File: src/rtl/sc_fifo_pkg.sv
package sc_fifo_pkg;

  // How the output word is presented to the consumer
  typedef enum logic {
    RD_REGISTERED = 1'b0,  // word appears after the accepted pop
    RD_LOOKAHEAD  = 1'b1   // head word visible before the pop
  } rd_style_e;

endpackage

File: src/rtl/sc_fifo_rst.sv
module sc_fifo_rst #(
  parameter bit SYNC_RELEASE = 1'b1
) (
  input  logic clk,
  input  logic arst,
  output logic rst_o
);

  generate
    if (SYNC_RELEASE) begin : g_sync
      logic [1:0] hold_q;
      // assertion is immediate through the async set; release walks two stages
      always_ff @(posedge clk or posedge arst) begin
        if (arst) hold_q <= 2'b11;
        else      hold_q <= {hold_q[0], 1'b0};
      end
      assign rst_o = arst | hold_q[1];
    end else begin : g_direct
      logic unused_clk;
      assign unused_clk = clk;
      assign rst_o      = arst;
    end
  endgenerate

endmodule

File: src/rtl/sc_fifo_ptr.sv
module sc_fifo_ptr #(
  parameter int unsigned PW = 5
) (
  input  logic          clk,
  input  logic          rst,
  input  logic          clr,
  input  logic          adv,
  output logic [PW-1:0] ptr
);

  always_ff @(posedge clk or posedge rst) begin
    if (rst)      ptr <= '0;
    else if (clr) ptr <= '0;
    else if (adv) ptr <= ptr + PW'(1);
  end

endmodule

File: src/rtl/sc_fifo_store.sv
module sc_fifo_store
  import sc_fifo_pkg::*;
#(
  parameter int unsigned DATA_W   = 8,
  parameter int unsigned ADDR_W   = 4,
  parameter rd_style_e   RD_STYLE = RD_REGISTERED
) (
  input  logic              clk,
  input  logic              rst,
  input  logic              sclr,
  input  logic              wr_en,
  input  logic [ADDR_W-1:0] wr_addr,
  input  logic [DATA_W-1:0] wr_data,
  input  logic              rd_en,
  input  logic [ADDR_W-1:0] rd_addr,
  output logic [DATA_W-1:0] rd_data
);

  localparam int unsigned DEPTH = 1 << ADDR_W;

  logic [DATA_W-1:0] mem [DEPTH];

  always_ff @(posedge clk) begin
    if (wr_en) mem[wr_addr] <= wr_data;
  end

  generate
    if (RD_STYLE == RD_REGISTERED) begin : g_reg
      always_ff @(posedge clk or posedge rst) begin
        if (rst)        rd_data <= '0;
        else if (sclr)  rd_data <= '0;
        else if (rd_en) rd_data <= mem[rd_addr];
      end

      // output holds while no pop is taken
      a_r9_hold: assert property (@(posedge clk) disable iff (rst)
        (!rd_en && !sclr) |=> $stable(rd_data));
    end else begin : g_ahead
      logic unused_ctl;
      assign unused_ctl = rd_en ^ sclr ^ rst;
      assign rd_data    = mem[rd_addr];
    end
  endgenerate

endmodule

File: src/rtl/sc_fifo.sv
module sc_fifo
  import sc_fifo_pkg::*;
#(
  parameter int unsigned DATA_W       = 8,
  parameter int unsigned ADDR_W       = 4,
  parameter bit          OVF_GUARD    = 1'b1,
  parameter bit          UNF_GUARD    = 1'b1,
  parameter bit          SYNC_RELEASE = 1'b1,
  parameter rd_style_e   RD_STYLE     = RD_REGISTERED
) (
  input  logic              clk,
  input  logic              arst,
  input  logic              sclr,
  input  logic              push,
  input  logic [DATA_W-1:0] push_data,
  output logic              full,
  input  logic              pop,
  output logic [DATA_W-1:0] pop_data,
  output logic              empty,
  output logic [ADDR_W:0]   level
);

  localparam int unsigned PW        = ADDR_W + 1;
  localparam logic [PW-1:0] FULL_CNT = PW'(1) << ADDR_W;

  logic          rst;
  logic          wr_en, rd_en;
  logic [PW-1:0] wr_ptr, rd_ptr;

  sc_fifo_rst #(.SYNC_RELEASE(SYNC_RELEASE)) u_rst (
    .clk(clk), .arst(arst), .rst_o(rst)
  );

  // flags: equal addresses, wrap bit tells full from empty
  assign empty = (wr_ptr == rd_ptr);
  assign full  = (wr_ptr[ADDR_W] != rd_ptr[ADDR_W]) &&
                 (wr_ptr[ADDR_W-1:0] == rd_ptr[ADDR_W-1:0]);
  assign level = wr_ptr - rd_ptr;

  generate
    if (OVF_GUARD) begin : g_ovf
      assign wr_en = push & ~sclr & ~full;
      a_r3_no_overflow: assert property (@(posedge clk) disable iff (rst)
        (full && push && !sclr) |=> (wr_ptr == $past(wr_ptr)));
    end else begin : g_novf
      assign wr_en = push & ~sclr;
    end

    if (UNF_GUARD) begin : g_unf
      assign rd_en = pop & ~sclr & ~empty;
      a_r4_no_underflow: assert property (@(posedge clk) disable iff (rst)
        (empty && pop && !sclr) |=> (rd_ptr == $past(rd_ptr)));
    end else begin : g_nunf
      assign rd_en = pop & ~sclr;
    end
  endgenerate

  sc_fifo_ptr #(.PW(PW)) u_wptr (
    .clk(clk), .rst(rst), .clr(sclr), .adv(wr_en), .ptr(wr_ptr)
  );

  sc_fifo_ptr #(.PW(PW)) u_rptr (
    .clk(clk), .rst(rst), .clr(sclr), .adv(rd_en), .ptr(rd_ptr)
  );

  sc_fifo_store #(.DATA_W(DATA_W), .ADDR_W(ADDR_W), .RD_STYLE(RD_STYLE)) u_store (
    .clk(clk), .rst(rst), .sclr(sclr),
    .wr_en(wr_en), .wr_addr(wr_ptr[ADDR_W-1:0]), .wr_data(push_data),
    .rd_en(rd_en), .rd_addr(rd_ptr[ADDR_W-1:0]), .rd_data(pop_data)
  );

  a_r2_flags_exclusive: assert property (@(posedge clk) disable iff (rst)
    !(full && empty));

  a_r2_full_level: assert property (@(posedge clk) disable iff (rst)
    full |-> (level == FULL_CNT));

  a_r5_balanced: assert property (@(posedge clk) disable iff (rst)
    (push && pop && !full && !empty && !sclr) |=> (level == $past(level)));

  a_r6_sync_clear: assert property (@(posedge clk) disable iff (rst)
    sclr |=> (empty && !full && level == '0));

  generate
    if (RD_STYLE == RD_LOOKAHEAD) begin : g_ahead_chk
      a_r10_first_word: assert property (@(posedge clk) disable iff (rst)
        (empty && push && !sclr) |=> (!empty && pop_data == $past(push_data)));
    end
  endgenerate

endmodule

File: config.mk
export PLATFORM = sky130hd
export DESIGN_NAME = sc_fifo
export DESIGN_NICKNAME = d
export VERILOG_FILES = /design/src/rtl/sc_fifo_pkg.sv /design/src/rtl/sc_fifo_rst.sv /design/src/rtl/sc_fifo_ptr.sv /design/src/rtl/sc_fifo_store.sv /design/src/rtl/sc_fifo.sv
export SDC_FILE = /design/constraint.sdc
export NUM_CORES = 1
export LEC_CHECK = 0
export BUFFER_PORTS_ARGS = -buffer_cell sky130_fd_sc_hd__buf_2
export CORE_MARGIN = 3
export CORE_UTILIZATION = 40
export CTS_BUF_LIST = sky130_fd_sc_hd__clkbuf_2
export CTS_CLUSTER_DIAMETER = 40
export DETAILED_ROUTE_END_ITERATION = 10
export SLEW_MARGIN = 20
export SYNTH_ARGS = -nofsm -noshare
export SYNTH_HDL_FRONTEND = slang
export SYNTH_HIERARCHICAL = 1
export SYNTH_SLANG_ARGS = --single-unit
File: constraint.sdc
create_clock -name clk -period 2.1 [get_ports clk]
set_input_delay 0.105 -clock clk [delete_from_list [all_inputs] [get_ports clk]]
set_output_delay 0.105 -clock clk [all_outputs]
set_load 0.02 [all_outputs]
[Word-level counts from Yosys, hierarchy flattened]
Memories as Yosys holds them, arrays and structs flattened.
Cells that the tools add are included.
Cells by class
  bitwise gates (word level): 8
  equal/unequal tests: 3
  add/sub/neg operators: 3
  muxes and demuxes: 8
  shift-type cells: 0
  magnitude comparators: 0
  div/mod/pow operators: 0
  reductions and logical operators: 3
  multipliers: 0
Operators by type and width (count)
  $mux W5: 4
  $mux W8: 2
  $add A5 B1 Y5 const B: 2
  $eq A5 B5 Y1: 1
  $sub A5 B5 Y5: 1
  $and A1 B1 Y1: 4
  $eq A4 B4 Y1: 1
  $reduce_bool A2 Y1: 2
  $not A1 Y1: 3
  $mux W1: 2
  $logic_and A1 B1 Y1: 1
  $ne A1 B1 Y1: 1
  $or A1 B1 Y1: 1
Storage, ports and cells
  RAM bits: 128
  memories: 1
  input port bits: 13
  ROM bits: 0
  output and inout port bits: 15
  word-level logic and storage cells: 30
  bits in latches: 0
  register bits: 20
Memories
  u_store.mem: depth 16, width 8, read ports 1, clocked after memory_dff 0, write ports 1, line sc_fifo_store.sv:21  | logic [DATA_W-1:0] mem [DEPTH];

[Longest topological paths before layout]
  depth in word-level cells: 6
  depth in mapped cells: 9
  depth with buffers taken out: 9

[Hierarchy]
The synthesis kept the hierarchy.
By module, submodules not included
  sc_fifo_store: cells an instance 323, sequential area each 4043.9 um2, area an instance 5377.7 um2, times used 1
  sc_fifo_ptr: cells an instance 23, sequential area each 125.1 um2, area an instance 270.3 um2, times used 2
  sc_fifo: cells an instance 26, sequential area each 0.0 um2, area an instance 202.7 um2, times used 1
  sc_fifo_rst: cells an instance 5, sequential area each 52.6 um2, area an instance 66.3 um2, times used 1

[Worst setup path after synthesis]
Ideal clock, no wire load.
  path kind: flip-flop to flip-flop
  start: reg u_wptr.ptr[0]
  end: mem u_store.mem[0][0] (enable)
  clock period less this slack: 2.897 ns
  data required time: 1.717 ns
  path buffers: 0
  library setup time: 0.383 ns
  stages on the path, launching flop included: 8
  arrival: 2.514 ns
  path slack: -0.797 ns
  path through: dfrtp_1 -> inv_1 -> ha_1 -> nand4_1 -> nor2_1 -> nor3b_2 -> or3b_2 -> nor3_1
On the way
  word-level cells in the longest chain between the ends: 6
Ends and longest elaborated chain
  start: declaration: line sc_fifo_ptr.sv:8  | output logic [PW-1:0] ptr
  start signal: assignment: line sc_fifo_ptr.sv:14  | else if (adv) ptr <= ptr + PW'(1);
  $eq A4 B4 Y1: line sc_fifo.sv:37  | (wr_ptr[ADDR_W-1:0] == rd_ptr[ADDR_W-1:0]);
  $logic_and A1 B1 Y1: line sc_fifo.sv:36  | assign full = (wr_ptr[ADDR_W] != rd_ptr[ADDR_W]) &&
  named net full: line sc_fifo.sv:16  | output logic full,
  $not A1 Y1: line sc_fifo.sv:42  | assign wr_en = push & ~sclr & ~full;
  $and A1 B1 Y1: line sc_fifo.sv:42
  named net wr_en: line sc_fifo.sv:27  | logic wr_en, rd_en;
  $mux W1: line sc_fifo_store.sv:24  | if (wr_en) mem[wr_addr] <= wr_data;
  $mux W1 (not written as such): line sc_fifo_store.sv:24
  end: declaration: line sc_fifo_store.sv:21
The timed path passes the listed nets, and every way through them passes these cells.

[Final worst setup path]
  start: reg u_wptr.ptr[0]
  end: out level[4]
On the way
  word-level cells in the longest chain between the ends: 1
Ends and longest elaborated chain
  $sub A5 B5 Y5: line sc_fifo.sv:38  | assign level = wr_ptr - rd_ptr;
  end: declaration: line sc_fifo.sv:20  | output logic [ADDR_W:0] level
Every way passes these cells.

==> results by stage <==
Run status:
- The flow ran to the end, but the final reports show violations.
- The final reports fail on negative setup slack.

Clocking:
- Counting the buffers created by CTS gives 17.
- After clock tree synthesis, the clock-pin slew on the worst setup and hold paths is 0.19 ns.
- The root buffer cell is sky130_fd_sc_hd__clkbuf_2.
- The tree built by TritonCTS fans out to 148 sinks.
- For the worst-skew pair, the clock arrives at the later sink with an insertion delay of 0.69 ns.
- The clock tree from TritonCTS is yes.
- Counting along the longest clock path gives a buffer depth of 2.
- The maximum level of the CTS H-tree is 4.

Die:
- The core region is 14,810 µm².
- The vertical extent of the die is 130.4 µm.
- The site row count is 44.
- The die covers 17,000 µm².
- For this configuration, the core starts out at a cell density of 0.4178.
- The width of the die is 130.4 µm.
- Pin placement for this block handled 28 I/O pins.

STA:
- Dividing the final minimum period by the clock period gives 1.177.
- The actual slew at the worst max-slew pin is 0.8761 ns.
- Setup repair after global routing could not meet its margin everywhere.
- The relative slew slack is 0.4160.
- Timing would allow up to 404.7 MHz.
- The setup-violating endpoint count in the final report is 111.
- In the final timing run, aggregate negative setup slack is -12.41 ns.
- On the final layout, the worst hold slack is 0.06613 ns.
- The post-layout worst setup margin is -0.3711 ns.
- The shortest clock period the worst path allows after layout is 2.471 ns.
- The number of pins exceeding their max-slew limit in the final report is 0.
- The final hold violation count was 0.
- The worst-case clock skew is 0.02364 ns.

Logic synthesis:
- The mapped cell area is 6187 µm².
- Yosys mapped the design onto 37 distinct sky130hd cell types.
- The cell taking the most area after synthesis is sky130_fd_sc_hd__edfxtp_1.
- Synthesis handed over a netlist of 400 instances.
- The post-synthesis area per instance is 15.47 µm².
- Of the synthesized area, sequential elements account for 0.7025.
- By instance count, the leading cell after synthesis is sky130_fd_sc_hd__edfxtp_1.
- The commonest cells after synthesis are sky130_fd_sc_hd__edfxtp_1, sky130_fd_sc_hd__mux2i_1, sky130_fd_sc_hd__nand3_1, sky130_fd_sc_hd__nor2_1, sky130_fd_sc_hd__nand2_1.
- For this run, the leading register cell type out of synthesis is sky130_fd_sc_hd__edfxtp_1.
- Of all flip-flops after synthesis, the portion carrying an async set or reset was 0.1351.
- The flop and latch count out of synthesis is 148.
- Sorting the synthesized cells by area gives the leading types as sky130_fd_sc_hd__edfxtp_1, sky130_fd_sc_hd__mux2i_1, sky130_fd_sc_hd__dfrtp_1, sky130_fd_sc_hd__a22oi_1, sky130_fd_sc_hd__nand3_1.
- The portion of synthesized cell area occupied by the leading cell type is 0.6212.
- The post-synthesis net count is 420.
- Counting flops with a built-in enable in the synthesized netlist gives 128.
- The number of warnings issued by yosys is 6.

Finish:
- The ratio of cells with drive above 1 in the final layout is 0.3340.
- After the last flow step, the layout net total stands at 513.
- The multi-input combinational cells in the finished layout cover a total of 1993 µm².
- Relative to the synthesized area, the layout overhead comes to 23.58%.
- Measured on the finished design, the core utilization comes to 0.5163.
- The filler-free cell count of the finished design is 690.
- 0 antenna diodes ended up in the layout.
- The final design instance area without fill is 7646 µm².
- The layout has 1,221 filler cells.
- The area taken by flip-flops and latches is 4353 µm².

Pwr:
- The power density over the cells is 675.0 nW/µm².
- Across the VDD grid, the largest voltage drop is 0.0003369 V.
- In this run the static leakage power is 2.661 nW.

Setup path:
- By instance count, the cell type seen most on the critical path is sky130_fd_sc_hd__inv_2.
- The count of buffering cells on the critical path with inverters included is 3.
- For the worst setup path, the data required time is 2.00 ns.
- The largest single stage delay on the critical path is 0.45 ns.
- The register-to-register setup slack is -0.20 ns.
- The critical path is of the flop to output pin type.
- The kind of cell with the highest combined delay along the critical path is adder cells.
- At the worst endpoint, the arrival time is 2.37 ns.
- The cell with the largest stage delay on the worst path is sky130_fd_sc_hd__dfrtp_2.
- In this run the worst path has a maximum fanout of 2.
- The worst setup path is captured at an output pin.
- Walking the worst path, the cells encountered are inv_2 -> ha_4 -> inv_2 -> fa_2 -> a21o_1 -> a21oi_2 -> xnor2_1 -> buf_2.
- STA classifies the critical path startpoint as a flop.

Global routing:
- The via count of the first global-routing pass is 3,673.
- Entering global routing, the biggest net connects 68 pins.
- The initial antenna violation count is 0.
- The global routing usage summed across all routing layers is 0.1767.
- The total overflow left after global routing is 0.
- The global-route wire length before repair is 21.53 mm.

Drt:
- Dividing the detail-routed via count by the number of cells gives 5.301.
- The first TritonRoute pass finished after 5 iterations.
- The total wirelength of the detailed-routed design is 14.23 mm.
- The final route contains 3,658 vias.
- The count of nets left with antenna violations once routing finished came out at 0.
- The number of DRC violations after detailed-routing iteration 0 is 338.
- The number of remaining DRC errors is 0.
- The mean routed wirelength per cell is 20.62 µm.

Place:
- The congestion estimate from routability-driven global placement came to 0.7947.
- The placed wire-length estimate is 9.059 mm.
- The number of cells in the design after placement is 632.
- The cell area after placement is 6869 µm².
- The number of port buffers is 27.

Min path:
- The kind of path behind the tightest hold check is primary input to flop.

Job:
- The max-capacitance violation count is 0.
[stage by stage]
stage                     power, mW  setup WS [ns]
final                         5.161        -0.3711
after global routing          5.360        -0.4915
after CTS                     5.176        -0.4639
after detailed placement      3.670        -0.1968
after global placement        3.665        -0.1684
after floorplan               3.534        -0.3363
[cell families (layout without fill, tap and decap cells)]
logic type,after synthesis,in the layout,synth area share
compound gates,39,39,0.04186
xor+xnor,7,7,0.009909
fa+ha+maj,7,7,0.01537
buf+inv,26,132,0.02952
flops,148,148,0.7025
mux,70,70,0.1165
other cells,1,1,0.0006061
simple gates,102,102,0.08372
[placed cells by master (no fill, tap or decap), drive strengths merged]
master       instances
nand4                5
clkbuf              20
fa                   1
nor3b                3
dfrtp               18
nand3b               6
mux2i               66
xor2                 3
nand3               25
nand2b               2
edfxtp             128
a21oi               17
or3b                 2
a22oi               19
buf                 78
xnor2                4
nand2               23
clkinvlp             2
ha                   6
nor2b                6
or2                  1
dlygate4sd3         12
mux2                 4
inv                 10
dfstp                2
clkinv               8
nor2                24
and2                 1
a21o                 1
a21bo                2
bufinv               2
conb                 1
nor3                 4
[per-layer routing]
metal	wire, µm	up-vias	global-route usage
li1	-	1698	-
met1	6324	1834	0.2431
met2	7014	112	0.2818
met3	696	14	0.03618
met4	193	0	0.06292
met5	0	-	0
[repair_timing]
item / 4_1_cts / 5_1_grt
hold buffers: 12 / 0
resized for setup: 34 / 34
pin swaps: 20 / 27
setup endpoints to repair: 143 / 146
endpoints found under the hold margin: 157 / 0
buffers inserted: 8 / 7
[report_power, final]
part           switching [mW]  leakage [nW]  internal (mW)
sequential             0.0115          1.42           3.22
clock                   0.945         0.134          0.538
combinational           0.267          1.11          0.177
[registers in the layout (all words and copies together) (netlist names)]
register and flops:
u_store/rd_data 8, u_rst/g_sync.hold_q 2, u_wptr/ptr 5, u_store/mem 128
u_rptr/ptr 5
[worst reg2reg max path, cell delays in order, from the launching register on]
cell and delay (ns):
sky130_fd_sc_hd__dfrtp_2 0.47, sky130_fd_sc_hd__buf_6 0.13, sky130_fd_sc_hd__ha_4 0.23, sky130_fd_sc_hd__nand4_1 0.17, sky130_fd_sc_hd__nor2_4 0.07, sky130_fd_sc_hd__nor3b_4 0.19, sky130_fd_sc_hd__or3b_4 0.47, sky130_fd_sc_hd__nor3_4 0.14
sky130_fd_sc_hd__buf_6 0.15
[layout make-up]
| type | instances | area share |
|---|---|---|
| clock buffer | 20 | 0.01309 |
| clock inverter | 12 | 0.01489 |
| inverter | 10 | 0.004909 |
| multi-input combinational | 226 | 0.2607 |
| sequential | 148 | 0.5693 |
| tap | 184 | 0.03011 |
| timing repair buffer | 90 | 0.1070 |
[path summary, 6_finish.rpt]
kind | cells past startpoint | from | end
worst max-delay path | 8 | u_wptr/ptr[0]$_DFFE_PP0P_ | level[4]
worst min-delay path | 6 | push | u_wptr/ptr[2]$_DFFE_PP0P_
worst max register to register | 8 | u_wptr/ptr[1]$_DFFE_PP0P_ | u_store/mem[0][0]$_DFFE_PP_
worst min register to register | 0 | u_rst/g_sync.hold_q[0]$_DFF_PP1_ | u_rst/g_sync.hold_q[1]$_DFF_PP1_
max in group asynchronous | 2 | u_rst/g_sync.hold_q[1]$_DFF_PP1_ | u_store/rd_data[6]$_DFFE_PP0P_
min in group asynchronous | 4 | arst | u_wptr/ptr[0]$_DFFE_PP0P_
No activity file was read; power rests on OpenSTA's default activity.
